## src/rtl/ipx_pkg.sv

```systemverilog
package ipx_pkg;

    localparam int BYTE_W      = 8;
    localparam int WORD_W      = 16;
    localparam int IP_MIN_IHL  = 5;
    localparam int TCP_MIN_LEN = 20;
    localparam int UDP_HDR_LEN = 8;

    localparam logic [BYTE_W-1:0] PROTO_TCP = 8'd6;
    localparam logic [BYTE_W-1:0] PROTO_UDP = 8'd17;
    localparam logic [WORD_W-1:0] SUM_GOOD  = 16'hFFFF;

    typedef enum logic [2:0] {
        IPX_OK        = 3'd0,
        IPX_NOT_V4    = 3'd1,
        IPX_HDR_SUM   = 3'd2,
        IPX_SHORT_HDR = 3'd3,
        IPX_SHORT_PKT = 3'd4,
        IPX_TTL_ZERO  = 3'd5,
        IPX_OPTIONS   = 3'd6
    } ip_exc_e;

    typedef enum logic [3:0] {
        L4X_OK       = 4'd0,
        L4X_SHORT    = 4'd1,
        L4X_SUM      = 4'd2,
        L4X_LEN      = 4'd3,
        L4X_PORT     = 4'd4,
        L4X_FIN_ONLY = 4'd8,
        L4X_NO_FLAGS = 4'd9,
        L4X_FIN_RST  = 4'd10,
        L4X_SYN_URG  = 4'd11,
        L4X_SYN_RST  = 4'd12,
        L4X_SYN_FIN  = 4'd13
    } l4_err_e;

    typedef struct packed {
        logic [BYTE_W-1:0] ver_ihl;
        logic [WORD_W-1:0] tot_len;
        logic [BYTE_W-1:0] ttl;
        logic [BYTE_W-1:0] proto;
    } l3_fields_t;

    typedef struct packed {
        logic [WORD_W-1:0] sport;
        logic [WORD_W-1:0] dport;
        logic [WORD_W-1:0] ulen;
        logic [WORD_W-1:0] usum;
        logic [3:0]        doff;
        logic [BYTE_W-1:0] flags;
    } l4_fields_t;

    // Ones-complement add with end-around carry; never overflows 16 bits.
    function automatic logic [WORD_W-1:0] oc_add(input logic [WORD_W-1:0] a,
                                                 input logic [WORD_W-1:0] b);
        logic [WORD_W:0] s;
        s = {1'b0, a} + {1'b0, b};
        return s[WORD_W-1:0] + {{(WORD_W-1){1'b0}}, s[WORD_W]};
    endfunction

    // Flag byte decode: bit0 FIN, bit1 SYN, bit2 RST, bit5 URG; bits 7:6 ignored.
    function automatic l4_err_e tcp_flag_code(input logic [BYTE_W-1:0] fl);
        logic [5:0] f;
        f = fl[5:0];
        if (f == 6'b000001)      return L4X_FIN_ONLY;
        else if (f == 6'b000000) return L4X_NO_FLAGS;
        else if (f[0] && f[2])   return L4X_FIN_RST;
        else if (f[1] && f[5])   return L4X_SYN_URG;
        else if (f[1] && f[2])   return L4X_SYN_RST;
        else if (f[1] && f[0])   return L4X_SYN_FIN;
        else                     return L4X_OK;
    endfunction

endpackage

```

## src/rtl/ipx_csum_acc.sv

```systemverilog
module ipx_csum_acc
    import ipx_pkg::*;
(
    input  logic              clk,
    input  logic              rst,
    input  logic              step,
    input  logic              restart,
    input  logic              take,
    input  logic              low_half,
    input  logic              pad,
    input  logic [BYTE_W-1:0] in_byte,
    output logic [WORD_W-1:0] fin
);

    logic [WORD_W-1:0] sum_q, base_sum, sum_nx;
    logic [BYTE_W-1:0] hi_q, base_hi, hi_nx;

    always_comb begin
        base_sum = restart ? '0 : sum_q;
        base_hi  = restart ? '0 : hi_q;
        sum_nx   = base_sum;
        hi_nx    = base_hi;
        if (take) begin
            if (low_half) sum_nx = oc_add(base_sum, {base_hi, in_byte});
            else          hi_nx  = in_byte;
        end
        fin = pad ? oc_add(sum_nx, {hi_nx, {BYTE_W{1'b0}}}) : sum_nx;
    end

    always_ff @(posedge clk) begin
        if (rst) begin
            sum_q <= '0;
            hi_q  <= '0;
        end else if (step) begin
            sum_q <= sum_nx;
            hi_q  <= hi_nx;
        end
    end

    // an end-around-carry sum that is nonzero can never return to zero.
    p_sum_nonzero_r9: assert property (@(posedge clk) disable iff (rst)
        (step && !restart && sum_q != '0) |=> (sum_q != '0));

endmodule

```

## src/rtl/ipx_l3_capture.sv

```systemverilog
module ipx_l3_capture
    import ipx_pkg::*;
#(
    parameter int CNT_W = 16
) (
    input  logic              clk,
    input  logic              rst,
    input  logic              in_valid,
    input  logic              in_sop,
    input  logic              in_eop,
    input  logic [BYTE_W-1:0] in_byte,
    output logic              accept,
    output logic [CNT_W-1:0]  cur_idx,
    output logic [CNT_W:0]    cnt_nx,
    output l3_fields_t        l3_nx
);

    logic             in_pkt_q;
    logic [CNT_W-1:0] idx_q;
    l3_fields_t       l3_q, base;

    assign accept  = in_valid && (in_sop || in_pkt_q);
    assign cur_idx = in_sop ? '0 : idx_q;
    assign cnt_nx  = {1'b0, cur_idx} + (CNT_W+1)'(1);

    always_comb begin
        base  = in_sop ? '0 : l3_q;
        l3_nx = base;
        if (accept) begin
            if (cur_idx == CNT_W'(0)) l3_nx.ver_ihl       = in_byte;
            if (cur_idx == CNT_W'(2)) l3_nx.tot_len[15:8] = in_byte;
            if (cur_idx == CNT_W'(3)) l3_nx.tot_len[7:0]  = in_byte;
            if (cur_idx == CNT_W'(8)) l3_nx.ttl           = in_byte;
            if (cur_idx == CNT_W'(9)) l3_nx.proto         = in_byte;
        end
    end

    always_ff @(posedge clk) begin
        if (rst) begin
            in_pkt_q <= 1'b0;
            idx_q    <= '0;
            l3_q     <= '0;
        end else if (accept) begin
            in_pkt_q <= !in_eop;
            idx_q    <= (&cur_idx) ? cur_idx : cur_idx + CNT_W'(1);
            l3_q     <= l3_nx;
        end
    end

    // a packet start restarts the byte position.
    p_idx_after_sop_r2: assert property (@(posedge clk) disable iff (rst)
        (accept && in_sop && !in_eop) |=> (idx_q == CNT_W'(1)));

    // stray bytes outside an open packet leave the position alone.
    p_stray_ignored_r2: assert property (@(posedge clk) disable iff (rst)
        (in_valid && !in_sop && !in_pkt_q) |=> $stable(idx_q));

endmodule

```

## src/rtl/ipx_l4_capture.sv

```systemverilog
module ipx_l4_capture
    import ipx_pkg::*;
#(
    parameter int CNT_W = 16
) (
    input  logic              clk,
    input  logic              rst,
    input  logic              step,
    input  logic              restart,
    input  logic              take,
    input  logic [CNT_W-1:0]  rel,
    input  logic [BYTE_W-1:0] in_byte,
    output l4_fields_t        l4_nx
);

    l4_fields_t l4_q, base;

    always_comb begin
        base  = restart ? '0 : l4_q;
        l4_nx = base;
        if (take) begin
            if (rel == CNT_W'(0))  l4_nx.sport[15:8] = in_byte;
            if (rel == CNT_W'(1))  l4_nx.sport[7:0]  = in_byte;
            if (rel == CNT_W'(2))  l4_nx.dport[15:8] = in_byte;
            if (rel == CNT_W'(3))  l4_nx.dport[7:0]  = in_byte;
            if (rel == CNT_W'(4))  l4_nx.ulen[15:8]  = in_byte;
            if (rel == CNT_W'(5))  l4_nx.ulen[7:0]   = in_byte;
            if (rel == CNT_W'(6))  l4_nx.usum[15:8]  = in_byte;
            if (rel == CNT_W'(7))  l4_nx.usum[7:0]   = in_byte;
            if (rel == CNT_W'(12)) l4_nx.doff        = in_byte[7:4];
            if (rel == CNT_W'(13)) l4_nx.flags       = in_byte;
        end
    end

    always_ff @(posedge clk) begin
        if (rst)       l4_q <= '0;
        else if (step) l4_q <= l4_nx;
    end

endmodule

```

## src/rtl/ip_l4_exc_classifier.sv

```systemverilog
module ip_l4_exc_classifier
    import ipx_pkg::*;
#(
    parameter int CNT_W = 16
) (
    input  logic              clk,
    input  logic              rst,
    input  logic              in_valid,
    input  logic              in_sop,
    input  logic              in_eop,
    input  logic [BYTE_W-1:0] in_byte,
    output logic              done,
    output logic [2:0]        ip_code,
    output logic [3:0]        l4_code
);

    localparam int N_ACC    = 3;
    localparam int ACC_IP   = 0;
    localparam int ACC_ADDR = 1;
    localparam int ACC_L4   = 2;
    localparam int ADDR_LO  = 12;
    localparam int ADDR_HI  = 20;

    logic             accept;
    logic [CNT_W-1:0] cur_idx, rel;
    logic [CNT_W:0]   cnt_nx;
    l3_fields_t       l3_nx;
    l4_fields_t       l4_nx;

    int unsigned idx_i, cnt_i, hlen_i, tlen_i;
    logic [3:0]        ver, ihl;
    logic [WORD_W-1:0] l4len;
    logic              in_l4;

    logic [N_ACC-1:0]  acc_take, acc_pad;
    logic [WORD_W-1:0] acc_fin [N_ACC];

    ip_exc_e ip_c, ip_q;
    l4_err_e l4_c, l4_q;
    logic    done_q;

    ipx_l3_capture #(.CNT_W(CNT_W)) u_l3 (
        .clk(clk), .rst(rst), .in_valid(in_valid), .in_sop(in_sop),
        .in_eop(in_eop), .in_byte(in_byte), .accept(accept),
        .cur_idx(cur_idx), .cnt_nx(cnt_nx), .l3_nx(l3_nx)
    );

    assign ver    = l3_nx.ver_ihl[7:4];
    assign ihl    = l3_nx.ver_ihl[3:0];
    assign idx_i  = 32'(cur_idx);
    assign cnt_i  = 32'(cnt_nx);
    assign hlen_i = 32'({ihl, 2'b00});
    assign tlen_i = 32'(l3_nx.tot_len);
    assign l4len  = l3_nx.tot_len - WORD_W'(hlen_i);
    assign in_l4  = (idx_i >= hlen_i) && (idx_i < tlen_i);
    assign rel    = cur_idx - CNT_W'(hlen_i);

    ipx_l4_capture #(.CNT_W(CNT_W)) u_l4 (
        .clk(clk), .rst(rst), .step(accept), .restart(in_sop),
        .take(accept && in_l4), .rel(rel), .in_byte(in_byte), .l4_nx(l4_nx)
    );

    always_comb begin
        acc_take[ACC_IP]   = accept && (idx_i < hlen_i);
        acc_take[ACC_ADDR] = accept && (idx_i >= ADDR_LO) && (idx_i < ADDR_HI);
        acc_take[ACC_L4]   = accept && in_l4;
        acc_pad[ACC_IP]    = 1'b0;
        acc_pad[ACC_ADDR]  = 1'b0;
        acc_pad[ACC_L4]    = l4len[0];
    end

    // Header length is a multiple of four, so byte parity is shared by all sums.
    for (genvar g = 0; g < N_ACC; g++) begin : g_acc
        ipx_csum_acc u_acc (
            .clk(clk), .rst(rst), .step(accept), .restart(in_sop),
            .take(acc_take[g]), .low_half(cur_idx[0]), .pad(acc_pad[g]),
            .in_byte(in_byte), .fin(acc_fin[g])
        );
    end

    // IP exception ranking
    always_comb begin
        if (ver != 4'd4 || ihl < 4'(IP_MIN_IHL))
            ip_c = IPX_NOT_V4;
        else if (cnt_i >= hlen_i && acc_fin[ACC_IP] != SUM_GOOD)
            ip_c = IPX_HDR_SUM;
        else if (cnt_i < hlen_i || tlen_i < hlen_i)
            ip_c = IPX_SHORT_HDR;
        else if (cnt_i < tlen_i)
            ip_c = IPX_SHORT_PKT;
        else if (l3_nx.ttl == '0)
            ip_c = IPX_TTL_ZERO;
        else if (ihl > 4'(IP_MIN_IHL))
            ip_c = IPX_OPTIONS;
        else
            ip_c = IPX_OK;
    end

    // Transport error ranking
    logic              is_tcp, is_udp, l4_run;
    logic              l4_short, l4_sum_bad, l4_len_bad, l4_port_bad;
    logic [WORD_W-1:0] l4_total;

    always_comb begin
        is_tcp   = (l3_nx.proto == PROTO_TCP);
        is_udp   = (l3_nx.proto == PROTO_UDP);
        l4_run   = (is_tcp || is_udp) &&
                   (ip_c == IPX_OK || ip_c == IPX_TTL_ZERO || ip_c == IPX_OPTIONS);
        l4_total = oc_add(oc_add(oc_add(acc_fin[ACC_L4], acc_fin[ACC_ADDR]),
                                 {{BYTE_W{1'b0}}, l3_nx.proto}), l4len);
        if (is_tcp)
            l4_short = (l4len < WORD_W'(TCP_MIN_LEN)) ||
                       (l4_nx.doff < 4'(IP_MIN_IHL)) ||
                       (WORD_W'({l4_nx.doff, 2'b00}) > l4len);
        else
            l4_short = (l4len < WORD_W'(UDP_HDR_LEN));
        l4_sum_bad  = !(is_udp && l4_nx.usum == '0) && (l4_total != SUM_GOOD);
        l4_len_bad  = is_udp && (l4_nx.ulen != l4len);
        l4_port_bad = (l4_nx.sport == '0) || (l4_nx.dport == '0);

        l4_c = L4X_OK;
        if (l4_run) begin
            if (l4_short)         l4_c = L4X_SHORT;
            else if (l4_sum_bad)  l4_c = L4X_SUM;
            else if (l4_len_bad)  l4_c = L4X_LEN;
            else if (l4_port_bad) l4_c = L4X_PORT;
            else if (is_tcp)      l4_c = tcp_flag_code(l4_nx.flags);
        end
    end

    always_ff @(posedge clk) begin
        if (rst) begin
            done_q <= 1'b0;
            ip_q   <= IPX_OK;
            l4_q   <= L4X_OK;
        end else begin
            done_q <= accept && in_eop;
            if (accept && in_eop) begin
                ip_q <= ip_c;
                l4_q <= l4_c;
            end
        end
    end

    assign done    = done_q;
    assign ip_code = ip_q;
    assign l4_code = l4_q;

    // a pulse only ever follows a byte marked as last.
    p_done_after_eop_r2: assert property (@(posedge clk) disable iff (rst)
        done |-> $past(in_valid && in_eop));

    // codes move only together with the pulse.
    p_codes_hold_r2: assert property (@(posedge clk) disable iff (rst)
        !done |-> ($stable(ip_code) && $stable(l4_code)));

    // serious IP faults silence the transport result.
    p_l4_quiet_r7: assert property (@(posedge clk) disable iff (rst)
        (done && ip_code >= 3'd1 && ip_code <= 3'd4) |-> (l4_code == 4'd0));

    // only defined transport codes are ever reported.
    p_l4_legal_r12: assert property (@(posedge clk) disable iff (rst)
        done |-> (l4_code <= 4'd4 || (l4_code >= 4'd8 && l4_code <= 4'd13)));

endmodule

```

## config.mk

```make
export PLATFORM = sky130hd
export DESIGN_NAME = ip_l4_exc_classifier
export DESIGN_NICKNAME = d
export VERILOG_FILES = /design/src/rtl/ipx_pkg.sv /design/src/rtl/ipx_csum_acc.sv /design/src/rtl/ipx_l3_capture.sv /design/src/rtl/ipx_l4_capture.sv /design/src/rtl/ip_l4_exc_classifier.sv
export SDC_FILE = /design/constraint.sdc
export NUM_CORES = 1
export LEC_CHECK = 0
export CAP_MARGIN = 10
export CORE_MARGIN = 3
export CORE_UTILIZATION = 40
export DETAILED_ROUTE_END_ITERATION = 7
export SLEW_MARGIN = 15
export SYNTH_ARGS = -nofsm -noshare
export SYNTH_HDL_FRONTEND = slang
export SYNTH_HIERARCHICAL = 1
export SYNTH_SLANG_ARGS = --single-unit
```

## constraint.sdc

```tcl
create_clock -name clk -period 23.5 [get_ports clk]
set_input_delay 4.7 -clock clk [delete_from_list [all_inputs] [get_ports clk]]
set_output_delay 4.7 -clock clk [all_outputs]
set_load 0.1 [all_outputs]
```

After elaboration in Yosys (flattened, before gate mapping)
Index checks and enable logic that the tools add are counted.
{"block": "totals", "ff_bits": 213, "latch_bits": 0, "mem_bits_rw": 0, "romBits": 0, "output_inout_bits": 8, "elab_cells": 171, "memories": 0}
{"block": "classes", "add_sub_neg": 18, "n_mul": 0, "div": 0, "magnitude_cmp": 15, "n_eq_ne": 22, "n_shift": 0, "n_mux": 59, "bitwise": 0, "n_reduce_logical": 36}
{"cell": "$mux W16", "n": 12}
{"cell": "$mux W8", "n": 23}
{"cell": "$mux W76", "n": 2}
{"cell": "$add A16 B1 Y16", "n": 7}
{"cell": "$add A16 B16 Y17", "n": 6}
{"cell": "$logic_not A16 Y1", "n": 5}
{"cell": "$mux W40", "n": 2}
{"cell": "$eq A16 B2 Y1 const B", "n": 4}
{"cell": "$eq A16 B3 Y1 const B", "n": 4}
{"cell": "$eq A16 B4 Y1 const B", "n": 4}
{"cell": "$mux W4", "n": 13}
{"cell": "$lt A16 B5 Y1 const B", "n": 2}
{"cell": "$lt A16 B6 Y1", "n": 2}
{"cell": "$ne A16 B16 Y1 const B", "n": 2}
{"cell": "$sub A16 B6 Y16", "n": 2}
{"cell": "$mux W3", "n": 6}
{"cell": "$add A16 B1 Y17 const B", "n": 1}
{"cell": "$add A16 B8 Y17", "n": 1}
{"cell": "$ge A17 B6 Y1", "n": 1}
{"cell": "$lt A17 B16 Y1", "n": 1}
{"cell": "$lt A17 B6 Y1", "n": 1}
{"cell": "$add A16 B1 Y16 const B", "n": 1}
{"cell": "$eq A16 B1 Y1 const B", "n": 1}
{"cell": "$ge A16 B4 Y1 const B", "n": 1}
{"cell": "other kinds (20)", "n": 46}

Logic depth before layout (Yosys ltp)
{"block": "logic_depth", "ltp_word": 22, "ltp_mapped": 89}

By module
The synthesis kept the hierarchy.
{"module": "ipx_csum_acc at g_acc[0].u_acc ...", "n_inst": 2, "cells_per_inst": 484, "area_per_inst_um2": 3503.4, "seq_area_each_um2": 480.5}
{"module": "ip_l4_exc_classifier", "n_inst": 1, "cells_per_inst": 817, "area_per_inst_um2": 6044.5, "seq_area_each_um2": 160.2}
{"module": "ipx_l4_capture", "n_inst": 1, "cells_per_inst": 561, "area_per_inst_um2": 4326.6, "seq_area_each_um2": 1521.5}
{"module": "ipx_csum_acc at g_acc[1].u_acc", "n_inst": 1, "cells_per_inst": 475, "area_per_inst_um2": 3533.4, "seq_area_each_um2": 480.5}
{"module": "ipx_l3_capture", "n_inst": 1, "cells_per_inst": 422, "area_per_inst_um2": 3169.3, "seq_area_each_um2": 1141.1}

Worst setup path before layout
No wires, ideal clock.
{"block": "synth_timing", "kind": "input port to flip-flop", "from": "in in_sop", "to": "reg l4_q[2] (netlist: l4_code[2])", "t_arrival_ns": 19.323, "setup_slack_ns": 4.108, "cell_stages": 85, "cell_sequence": "buf_2 buf_2 clkbuf_1 clkbuf_1 nor2b_1 ha_1 ha_1 a21boi_1 o31ai_2 o21ai_0 a211oi_1 o21ai_0 a21oi_1 o21ai_0 nand2b_1 ha_1 ha_1 nand4_1 (+49 left out) nand3_1 o211ai_1 or3_1 o221a_2 o21ai_0 a21oi_1 o21ai_0 nand2b_1 ha_1 ha_1 xnor2_1 nor3_1 nand3_1 o21ai_0 o2111ai_1 a221o_1 o41a_1 o21ai_1"}
{"item": "start: declaration", "line_no": "ip_l4_exc_classifier.sv:9", "source": "input logic in_sop,"}
{"item": "end signal: assignment", "line_no": "ip_l4_exc_classifier.sv:140", "source": "l4_q <= l4_c;"}
{"item": "end: declaration", "line_no": "ip_l4_exc_classifier.sv:39", "source": "l4_err_e l4_c, l4_q;"}

==> flow_summary_export.csv <==
group,metric,value,unit
cts,cts_tree,"built",
timing,post-route-min-period,21.75,ns
global_routing,via_count_of_the_first_global_routing_pass,21370,
place,place_congestion,0.9299,
cts,clockRootBuffer,"sky130_fd_sc_hd__clkbuf_16",
die,die_area,62940,sq um
cells_and_area,most_common_cell_after_layout_fill_and_taps_aside,"sky130_fd_sc_hd__nand2_1",
cells_and_area,postLayoutCoreUtil,0.4326,
cells_and_area,register_area,4224,sq um
cts,htreeDepth,1,
die,initial_core_util,0.4057,
timing,slew_headroom,0.2614,
setup_path,most_frequent_cp_cell,"sky130_fd_sc_hd__ha_1",
detailed_routing,wl,73040,um
die,die-width,250.9,um
setup_path,critical_path.max_stage_delay,0.86,ns
global_routing,global_route.usage.total,0.2240,
timing,report.final.hold_viol_count,0,
detailed_routing,drt_first_iter_violations,1781,
cts,cts-hold-fix-buffers,0,
status,status,"complete, no violations",
global_routing,number_of_antenna_violations_at_the_first_check_in_global_routing,0,
die,number_of_top_level_pins,21,
die,core_area,59130,sq um
worst_hold_path,timing.hold.worst.start,"u_l3/l3_q[12]$_SDFFE_PP0N_",
detailed_routing,avgRoutedWirePerCell,18.56,um
global_routing,grt_overflow_total,0,
setup_path,worst-r2r-setup-slack,5.73,ns
setup_path,slowest_stage,"sky130_fd_sc_hd__a21oi_2",
timing,final_layout_setup_total_negative_slack,0,ns
detailed_routing,met2_wirelength,33250,um
global_routing,grt_max_degree,141,
setup_path,worstSetupStartpointType,"input pin",
power,p_per_area,43.23,nW/um^2
detailed_routing,post_drt_via_cell_ratio,5.928,
power,switching_share,0.3353,
cells_and_area,area_added_between_synthesis_and_finish,6.645,%
setup_path,cp_data_required_time,23.99,ns
cells_and_area,antenna-diode-count,0,
cts,cts.reportedPaths.clkPinSlew,0.06,ns
power,clkPwrFrac,0.401,
place,buffer_ports.inserted,20,
cts,cts_inserted_buffers,28,
cells_and_area,final_area,25580,sq um
power,max-vdd-ir-drop,0.06232,mV
setup_path,critical_path_class,"input pin to flop",
detailed_routing,drtPass1Iterations,5,
cts,clock_sinks,211,
die,die_height,250.9,um
setup_path,worst_setup_path_end_kind,"flop",
cells_and_area,multi_input_area,18430,sq um
synth,synth-warning-count,6,
setup_path,startpoint_of_the_worst_setup_timing_path,"in_sop",
timing,timing.final.setup_violations,0,
detailed_routing,wl_met1,34500,um
cells_and_area,filler_cell_count,6107,
synth,syn-cell-area,23990,sq um
power,power.share.combinational,0.262,
timing,fin_skew,0.01718,ns
job,cap_viol_max_count,0,
power,part_of_the_power_in_registers,0.338,
cts,cts_resized,0,
detailed_routing,drc_errors,0,
place,detailed_place_hpwl,52890,um
cts,clock_path_buffers,3,
synth,postSynthCellCount,3233,
global_routing,global_route_wire_length_before_repair,117200,um
detailed_routing,topRoutingLayerUsed,"met4",
cells_and_area,post_layout_nonfiller_instances,3935,
detailed_routing,detailroute.wirelength.met3,3757,um
place,placement.cell_area,24630,sq um
timing,min_period_over_period,0.9256,
synth,synthesis.area_per_instance,7.420,sq um
power,p_int,735.1,uW
timing,worst-slew-pin-transition,1.098,ns
cts,clk_latency,0.57,ns
cells_and_area,layout_common_cells,"347 x sky130_fd_sc_hd__nand2_1, 233 x sky130_fd_sc_hd__nor2_1, 211 x sky130_fd_sc_hd__dfxtp_1, 166 x sky130_fd_sc_hd__ha_1, 159 x sky130_fd_sc_hd__o21ai_0",
detailed_routing,dr_total_vias,23330,
timing,final_max_slew_viol_count,0,
cells_and_area,final_layout_size_suffix_gt1_frac,0.06863,
setup_path,path_max_fanout,51,
timing,rsz0062_at_grt,"false",
place,numPlacedInstances,3883,
power,power_switching,370.7,uW
cells_and_area,fin_nets,3328,
cts,cts_setup_buffers,0,
setup_path,cp_data_arrival_time,22.25,ns
power,report.power.total,1.106,mW
power,power.leakage,9.723,nW
die,placementRows,89,
setup_path,startpoint_of_the_worst_register_to_register_path,"u_l3/idx_q[8]$_SDFFE_PP0N_",
worst_hold_path,min_path_type,"flop to flop",
detailed_routing,final_antenna_net_count,0,
timing,fmax,45.97,MHz
-- worst max-delay path: cells and delay by family --
kind / cells / cell delay (ns)
AO/OA/AOI/OAI: 27 / 6.15
multiplexers: 2 / 0.25
buffers and inverters: 4 / 1.00
AND/OR/NAND/NOR: 28 / 6.09
adder cells (fa/ha/maj): 12 / 3.33
XOR/XNOR: 4 / 0.63
-- stage by stage --
stage          setup slack [ns]  hold WS (ns)
3_3_place_gp              1.823        0.4460
3_5_place_dp              1.390        0.4482
4_1_cts                   1.926        0.4621
2_1_floorplan             4.108        0.4362
5_1_grt                  0.2000        0.4814
6_report                  1.747        0.4582
-- flip-flops by register name (all words and copies together), names as in the netlist --
register	count
done	1
g_acc.u_acc/hi_q	24
g_acc.u_acc/sum_q	48
ip_code	3
l4_code	4
u_l3/idx_q	16
u_l3/in_pkt_q	1
u_l3/l3_q	40
u_l4/l4_q	74
-- routing by layer --
layer / vias to the layer above / GRT usage
met5: - / 0
met4: 0 / 0.05089
met3: 87 / 0.02524
met2: 576 / 0.3688
met1: 10990 / 0.3151
li1: 11670 / -
-- worst paths after layout --
| path | end | depth (start not counted) |
|---|---|---|
| worst min-delay path | u_l3/l3_q[12]$_SDFFE_PP0N_ | 2 |
| worst max-delay path | l4_code[2]$_SDFFE_PP0P_ | 77 |
| worst min register to register | u_l3/l3_q[12]$_SDFFE_PP0N_ | 2 |
| worst max register to register | l4_code[2]$_SDFFE_PP0P_ | 80 |
-- power by group through the flow --
stage / logic (mW) / registers [mW] / clock network (mW)
after floorplan: 0.219 / 0.379 / 0
after global placement: 0.286 / 0.381 / 0
after detailed placement: 0.285 / 0.381 / 0
after CTS: 0.287 / 0.373 / 0.454
after global routing: 0.318 / 0.374 / 0.467
final: 0.289 / 0.373 / 0.443
-- area by class of cell --
type / instances / area share
multi-input combinational: 2692 / 0.7204
sequential: 211 / 0.1651
tap: 773 / 0.03781
clock buffer: 37 / 0.03072
inverter: 154 / 0.02279
timing repair buffer: 54 / 0.01712
clock inverter: 14 / 0.006065
(Power assumes the default switching activity.)
